==> config.mk <==
export PLATFORM = sky130hd
export DESIGN_NAME = blk_erase_collector
export DESIGN_NICKNAME = d
export VERILOG_FILES = /design/src/rtl/blk_erase_pkg.sv /design/src/rtl/bec_strobe_edge.sv /design/src/rtl/bec_window_timer.sv /design/src/rtl/bec_flag_bank.sv /design/src/rtl/blk_erase_collector.sv
export SDC_FILE = /design/constraint.sdc
export NUM_CORES = 1
export LEC_CHECK = 0
export BUFFER_PORTS_ARGS = -buffer_cell sky130_fd_sc_hd__buf_2
export CORE_MARGIN = 5
export CORE_UTILIZATION = 58
export DETAILED_ROUTE_END_ITERATION = 16
export GPL_ROUTABILITY_DRIVEN = 0
export GPL_TIMING_DRIVEN = 0
export PLACE_DENSITY = 0.94
export SKIP_CTS_REPAIR_TIMING = 1
export SLEW_MARGIN = 20
export SYNTH_ARGS = -nofsm -noshare
export SYNTH_HDL_FRONTEND = slang
export SYNTH_SLANG_ARGS = --single-unit
==> constraint.sdc <==
create_clock -name clk -period 2.78 [get_ports clk]
set_input_delay 0.278 -clock clk [delete_from_list [all_inputs] [get_ports clk]]
set_output_delay 0.278 -clock clk [all_outputs]
set_load 0.05 [all_outputs]
==> src/rtl/blk_erase_pkg.sv <==
package blk_erase_pkg;

  localparam int unsigned HI_W       = 3;
  localparam int unsigned SUB_W      = 2;
  localparam int unsigned NUM_WIDE   = (1 << HI_W) - 1;
  localparam int unsigned NUM_NARROW = 1 << SUB_W;
  localparam int unsigned FLAG_W     = NUM_WIDE + NUM_NARROW;
  localparam int unsigned NUM_PLAIN  = 1 << HI_W;

  typedef enum logic {
    MAP_PLAIN = 1'b0,
    MAP_MIXED = 1'b1
  } map_e;

  typedef logic [FLAG_W-1:0] flag_vec_t;

  function automatic int unsigned flag_index(input map_e m,
                                             input logic [HI_W-1:0] hi,
                                             input logic [SUB_W-1:0] sub);
    if (m == MAP_MIXED && hi == '1) begin
      return NUM_WIDE + int'(sub);
    end
    return int'(hi);
  endfunction

  function automatic flag_vec_t flag_onehot(input map_e m,
                                            input logic [HI_W-1:0] hi,
                                            input logic [SUB_W-1:0] sub);
    flag_vec_t v;
    v = '0;
    v[flag_index(m, hi, sub)] = 1'b1;
    return v;
  endfunction

endpackage

==> src/rtl/bec_strobe_edge.sv <==
module bec_strobe_edge (
  input  logic clk,
  input  logic rst_n,
  input  logic strobe_n,
  output logic fall,
  output logic rise,
  output logic high
);

  logic prev_n;

  always_ff @(posedge clk or negedge rst_n) begin
    if (!rst_n) begin
      prev_n <= 1'b1;
    end else begin
      prev_n <= strobe_n;
    end
  end

  assign fall = prev_n & ~strobe_n;
  assign rise = ~prev_n & strobe_n;
  assign high = strobe_n;

endmodule

==> src/rtl/bec_window_timer.sv <==
module bec_window_timer #(
  parameter int unsigned LIMIT = 1500000,
  localparam int unsigned CNT_W = $clog2(LIMIT + 1)
) (
  input  logic             clk,
  input  logic             rst_n,
  input  logic             run,
  input  logic             strobe_high,
  output logic             expire,
  output logic [CNT_W-1:0] count
);

  localparam logic [CNT_W-1:0] LAST = CNT_W'(LIMIT - 1);

  logic [CNT_W-1:0] cnt_q;

  assign expire = run & strobe_high & (cnt_q == LAST);
  assign count  = cnt_q;

  always_ff @(posedge clk or negedge rst_n) begin
    if (!rst_n) begin
      cnt_q <= '0;
    end else if (!run || !strobe_high || expire) begin
      cnt_q <= '0;
    end else begin
      cnt_q <= cnt_q + 1'b1;
    end
  end

endmodule

==> src/rtl/bec_flag_bank.sv <==
module bec_flag_bank
  import blk_erase_pkg::*;
(
  input  logic      clk,
  input  logic      rst_n,
  input  logic      clr,
  input  logic      ld,
  input  flag_vec_t sel,
  output flag_vec_t flags
);

  for (genvar i = 0; i < FLAG_W; i++) begin : g_flag
    logic f_q;
    always_ff @(posedge clk or negedge rst_n) begin
      if (!rst_n) begin
        f_q <= 1'b0;
      end else begin
        f_q <= (f_q & ~clr) | (ld & sel[i]);
      end
    end
    assign flags[i] = f_q;
  end

endmodule

==> src/rtl/blk_erase_collector.sv <==
module blk_erase_collector
  import blk_erase_pkg::*;
#(
  parameter int unsigned ADDR_W         = 17,
  parameter int unsigned TIMEOUT_CYCLES = 1500000
) (
  input  logic                    clk,
  input  logic                    rst_n,
  input  logic                    start,
  input  logic                    map_sel,
  input  logic                    wr_n,
  input  logic [ADDR_W-1:0]       addr,
  input  logic                    abort,
  output logic [FLAG_W-1:0]       flags,
  output logic                    launch,
  output logic                    loading
);

  localparam int unsigned HI_LSB  = ADDR_W - HI_W;
  localparam int unsigned SUB_LSB = HI_LSB - SUB_W;
  localparam int unsigned CNT_W   = $clog2(TIMEOUT_CYCLES + 1);

  logic             loading_q, launch_q;
  map_e             map_q, map_use;
  logic             fall_evt, rise_evt, strobe_hi;
  logic             start_evt, load_evt, abort_evt, expire_evt, timer_exp;
  logic [CNT_W-1:0] win_cnt;
  flag_vec_t        sel_vec, flag_q;

  bec_strobe_edge u_edge (
    .clk      (clk),
    .rst_n    (rst_n),
    .strobe_n (wr_n),
    .fall     (fall_evt),
    .rise     (rise_evt),
    .high     (strobe_hi)
  );

  bec_window_timer #(.LIMIT(TIMEOUT_CYCLES)) u_timer (
    .clk         (clk),
    .rst_n       (rst_n),
    .run         (loading_q),
    .strobe_high (strobe_hi),
    .expire      (timer_exp),
    .count       (win_cnt)
  );

  assign start_evt  = start & ~loading_q;
  assign abort_evt  = abort & loading_q;
  assign load_evt   = loading_q & fall_evt & ~abort;
  assign expire_evt = timer_exp & ~abort;

  assign map_use = start_evt ? map_e'(map_sel) : map_q;
  assign sel_vec = flag_onehot(map_use, addr[ADDR_W-1:HI_LSB], addr[HI_LSB-1:SUB_LSB]);

  bec_flag_bank u_bank (
    .clk   (clk),
    .rst_n (rst_n),
    .clr   (start_evt | abort_evt),
    .ld    (start_evt | load_evt),
    .sel   (sel_vec),
    .flags (flag_q)
  );

  always_ff @(posedge clk or negedge rst_n) begin
    if (!rst_n) begin
      loading_q <= 1'b0;
      launch_q  <= 1'b0;
      map_q     <= MAP_PLAIN;
    end else begin
      launch_q <= expire_evt;
      if (start_evt) begin
        loading_q <= 1'b1;
        map_q     <= map_e'(map_sel);
      end else if (abort_evt || expire_evt) begin
        loading_q <= 1'b0;
      end
    end
  end

  assign flags   = flag_q;
  assign launch  = launch_q;
  assign loading = loading_q;

endmodule

Yosys cells after proc, flatten, opt, wreduce, memory -nomap -nowiden --
Cells that the tools add are included.
Word-level totals: output and inout bits 13, input port bits 23, flip-flop bits (word level) 36
Cells by class: reduce and logical (&&, ||, !) cells 8, multiplexer cells 9, bitwise logic cells 47, $add $sub $neg 2, equal/unequal tests 2, magnitude comparators 2
Operators by type and width (count):
- $mux W32 | 2
- $ge A32 B1 Y1 const B | 1
- $lt A32 B5 Y1 const B | 1
- $and A1 B1 Y1 | 30
- $add A21 B1 Y21 const B | 1
- $eq A21 B21 Y1 const B | 1
- $mux W21 | 1
- $or A1 B1 Y1 | 13
- $mux W1 | 5
- $add A3 B2 Y4 const A | 1
- $demux W1 S4 | 1
- $not A1 Y1 | 4
- $eq A3 B3 Y1 const B | 1
- $logic_or A1 B1 Y1 | 3
- $logic_and A1 B1 Y1 | 2
- $logic_not A1 Y1 | 2
- $reduce_bool A2 Y1 | 1

Depth between registers and ports, before layout --
depth after elaboration 12, depth in mapped cells 6

Cells and area by module --
From an unflattened synthesis, not the netlist that was laid out.
Unflattened totals: cells, all modules 212, area total of the unflattened synthesis 2009.4 um^2
Modules (own cells, without submodules):
- bec_window_timer | area each 1081.0 um^2, seq. area each 525.5 um^2, cells each 110, times used 1
- bec_flag_bank | area each 555.5 um^2, seq. area each 275.3 um^2, cells each 57, times used 1
- blk_erase_collector | area each 324.1 um^2, seq. area each 75.1 um^2, cells each 41, times used 1
- bec_strobe_edge | area each 48.8 um^2, seq. area each 26.3 um^2, cells each 4, times used 1

Worst setup path before layout --
OpenSTA, ideal clock, no wires.
path type reg-to-reg, from register u_timer.cnt_q[0] (netlist: u_timer.count[0]), to register u_timer.cnt_q[15] (netlist: u_timer.count[15]), arrival 1772 ps, period minus slack after synthesis 1902 ps, path buffers 1, path slack 878 ps, library setup time 130 ps, cell stages (with the launch flop) 7, cells stage by stage dfrtp_1 ha_1 nand4_2 or4_4 o211ai_2 buf_4 a21oi_1
Between the ends: cells in the longest elaborated chain, start to end 4, elaborated cells on any way between the ends 5, classes of those cells add/sub (1); eq/ne (1); mux (1); bitwise (1); reduce/logical (1)
RTL lines:
- from (decl) | RTL line bec_window_timer.sv:15 | logic [CNT_W-1:0] cnt_q;
- from (signal assigned) | RTL line bec_window_timer.sv:26 | cnt_q <= cnt_q + 1'b1;
- parallel branches: the longest is 3 deep, another holds $add A21 B1 Y21
- $mux W21 * | RTL line bec_window_timer.sv:23 | end else if (!run || !strobe_high || expire) begin
Mark *: on every way between the ends. A chain may end at the register's enable or synchronous reset.

Final worst setup path --
from register u_timer.cnt_q[0] (netlist: u_timer.count[0]), to register u_timer.cnt_q[2] (netlist: u_timer.count[2])
The elaborated chain is that of the path after synthesis.

==> impl_metrics.json <==
{
  "floorplan.core_area_um2": 3050,
  "critPathRequiredTime_ps": 3020,
  "route.detailed.vias_per_inst": 5.70,
  "post-route-drc-count": 0,
  "global_route_wire_length_before_repair_mm": 6.41,
  "worstSetupStartpointType": "register",
  "ctsLongestPathBuffers": 2,
  "syn_inst": 181,
  "post-synth-top-area-cell": "sky130_fd_sc_hd__dfrtp_1",
  "post_layout_nonfiller_instances": 256,
  "sequential_cell_area_um2": 902,
  "yosysUniqueCellTypes": 38,
  "whs_ps": -15.4,
  "cts_made_buffers": 5,
  "effective_utilization_at_floorplan_pct": 60.5,
  "syn_to_final_growth_pct": 12.4,
  "final.setup_skew_ps": 15.5,
  "netlist_top_cells_area": "sky130_fd_sc_hd__dfrtp_1 (47%), sky130_fd_sc_hd__buf_4 (5.3%), sky130_fd_sc_hd__xnor2_1 (4.7%)",
  "synthesis.area_per_instance_um2": 10.2,
  "antenna-diode-count": 0,
  "clk_transition_reported_paths_ps": 110,
  "synthesis.yosys.warnings": 0,
  "die_area_um2": 4410,
  "timing.max_cap.violations": 0,
  "dp.cells": 248,
  "final_layout_size_suffix_gt1_share_pct": 25.0,
  "global_route.usage.total_pct": 19.6,
  "max_slew.worst_pin.slew_ps": 758,
  "vias": 1459,
  "period_needed_ps": 2160,
  "pre_cts_slack_ps": 636,
  "timing.reg2reg.worst_path_depth": 6,
  "design.final.nets": 236,
  "synth_enable_flop_cells": 0,
  "power-per-cell-area_nw_per_um2": 489,
  "postSynth.asyncResetShare_pct": 100,
  "clock_power_share_pct": 28.4,
  "worst-setup-path-type": "reg2reg",
  "layout.cell_area.non_filler_um2": 2080,
  "use_met1_pct": 24.1,
  "fill_cells": 243,
  "avgRoutedWirePerCell_um": 14.2,
  "cts.sinks": 36,
  "antenna_violations_before_repair": 0,
  "outcome": "finished, violations left",
  "cts_tree": "yes",
  "switching_share_pct": 28.8,
  "netlist_area_um2": 1850,
  "die_w_um": 66.4,
  "placement.io_buffers": 23,
  "grt_util_met3_pct": 3.91,
  "final_util_pct": 68.0,
  "max-vdd-ir-drop_v": 0.000286,
  "synth.top_cell.area_share_pct": 47.4,
  "grt_busiest_layer": "met2",
  "relSlewSlack_pct": 49.5,
  "post_synthesis_register_bit_count": 36,
  "maxClockFrequency_mhz": 464,
  "clock_insertion_delay_at_the_later_pin_of_the_skew_report_ps": 350,
  "placedInstanceArea_um2": 2020,
  "timing.critical_path.to_type": "register",
  "io-pin-count": 36,
  "detailedRoute.firstIterationViolations": 80,
  "num_rows": 20,
  "vias_in_the_first_global_route": 1410,
  "setup_repair_after_global_routing_missed_its_margin": "false",
  "power.switching_uw": 293,
  "violated_checks": "hold timing",
  "htree_levels": 2,
  "postSynth.topFlopCell": "sky130_fd_sc_hd__dfrtp_1",
  "worstPathMaxFanout": 10,
  "gate_power_share_pct": 16.8,
  "multiInputGateArea_um2": 812,
  "final.setup.tns_ps": 0,
  "hold_class": "in2async",
  "report.final.slew_viol_count": 0,
  "hpwlAfterDp_mm": 2.69,
  "grt_start_max_net_pins": 37,
  "timing.final.hold_violations": 14,
  "report.power.total_mw": 1.02,
  "globalRouteOverflowTotal": 0,
  "critPathArrivalTime_ps": 2390,
  "synth.net_count": 206,
  "power_report.internal_total_uw": 723,
  "proportion_of_synthesized_chip_area_in_sequential_cells_pct": 48.8,
  "cellLeakagePower_nw": 0.892,
  "layout_worst_path_cycle_share_pct": 77.6,
  "die_height_um": 66.4,
  "route.antenna.remaining_nets": 0,
  "first_pass_iters": 4,
  "clk_root_buffer_cell": "sky130_fd_sc_hd__clkbuf_4",
  "timing.final.ws_setup_ps": 623,
  "finalSetupViolCount": 0,
  "groute.layer.met2.usage_pct": 31.8,
  "power.share.sequential_pct": 54.8,
  "routed_wl_mm": 3.64
}
## Yosys cell counts, types with 3 or more instances
library cell,number
sky130_fd_sc_hd__o21ai_0,8
sky130_fd_sc_hd__or3_1,7
sky130_fd_sc_hd__a21oi_1,6
sky130_fd_sc_hd__o31ai_1,4
sky130_fd_sc_hd__nor3_1,5
sky130_fd_sc_hd__buf_4,13
sky130_fd_sc_hd__dfrtp_1,35
sky130_fd_sc_hd__nand3_1,6
sky130_fd_sc_hd__nor4_1,3
sky130_fd_sc_hd__inv_1,6
sky130_fd_sc_hd__a32o_1,5
sky130_fd_sc_hd__nand2b_1,4
sky130_fd_sc_hd__xnor2_1,10
sky130_fd_sc_hd__nor2_1,18
sky130_fd_sc_hd__nand2_1,9
sky130_fd_sc_hd__a22o_1,6
sky130_fd_sc_hd__or4_1,4
sky130_fd_sc_hd__nand4_1,4
## final cells by class
class                   count  share of cell area (%)
plain buffers              16                    5.30
clock buffers               8                    2.83
inverters                   6                    1.08
multi-input cells         123                    39.1
flip-flops and latches     36                    43.5
well taps                  44                    2.65
repair buffers             23                    5.55
## metal layers
layer	vias up	part of all wire, %
met5	-	0
met1	704	44
li1	711	-
met3	8	4.6
met2	36	49
met4	0	2.2
## state kept, by name, indices dropped and copies added (netlist names)
name,count
u_bank.g_flag.f_q,11
u_timer.count,21
u_edge.prev_n,1
launch,1
loading,1
map_q,1
## power groups by stage
stage	sequential (mW)	combinational (mW)	clock, mW
finish	0.557	0.171	0.288
global route	0.560	0.185	0.312
CTS	0.557	0.172	0.294
detailed placement	0.567	0.172	0
global placement	0.566	0.167	0
floorplan	0.571	0.115	0
## worst paths after layout
kind / startpoint / endpoint / slack, ps
worst max-delay path: u_timer.count[0] / u_timer.count[2] / 620
worst min-delay path: rst_n / u_timer.count[13] / -20
worst max register to register: u_timer.count[0] / u_timer.count[2] / 620
worst min register to register: u_timer.count[0] / u_timer.count[0] / 500
max in group asynchronous: rst_n / u_timer.count[14] / 2310
min in group clk: wr_n / u_edge.prev_n / 60
## worst max-delay path: stages (launching register included)
cell                       delay, ps
sky130_fd_sc_hd__dfrtp_1         400
sky130_fd_sc_hd__ha_1            250
sky130_fd_sc_hd__nand4_2         240
sky130_fd_sc_hd__or4_4           610
sky130_fd_sc_hd__o211ai_2        250
sky130_fd_sc_hd__buf_4           220
sky130_fd_sc_hd__nor2_1           70
## logic make-up after synthesis
logic type / share of synthesized area, %
simple gates: 22.8
compound gates: 13.6
mux: 0.542
buf+inv: 7.18
flops: 48.8
xor+xnor: 5.69
fa+ha+maj: 1.35
## placed cells by master, fill, tap and decap left out, types with 2 or more instances in the layout
cell type	synthesis	layout
sky130_fd_sc_hd__a21oi_1	6	6
sky130_fd_sc_hd__a21oi_2	2	2
sky130_fd_sc_hd__a22o_1	6	6
sky130_fd_sc_hd__a32o_1	5	5
sky130_fd_sc_hd__and4_1	2	2
sky130_fd_sc_hd__buf_2	1	24
sky130_fd_sc_hd__buf_4	13	13
sky130_fd_sc_hd__clkbuf_1	2	4
sky130_fd_sc_hd__clkbuf_4	0	5
sky130_fd_sc_hd__dfrtp_1	35	35
sky130_fd_sc_hd__ha_1	2	2
sky130_fd_sc_hd__inv_1	6	6
sky130_fd_sc_hd__nand2_1	9	9
sky130_fd_sc_hd__nand2b_1	4	4
sky130_fd_sc_hd__nand3_1	6	6
sky130_fd_sc_hd__nand4_1	4	4
sky130_fd_sc_hd__nor2_1	18	18
sky130_fd_sc_hd__nor2b_1	2	2
sky130_fd_sc_hd__nor3_1	5	5
sky130_fd_sc_hd__nor4_1	3	3
sky130_fd_sc_hd__o21ai_0	8	8
sky130_fd_sc_hd__o31ai_1	4	4
sky130_fd_sc_hd__or2_2	2	2
sky130_fd_sc_hd__or3_1	7	7
sky130_fd_sc_hd__or4_1	4	4
sky130_fd_sc_hd__or4_4	2	2
sky130_fd_sc_hd__xnor2_1	10	10
sky130_fd_sc_hd__xor2_1	2	2
(Power assumes the default switching activity.)
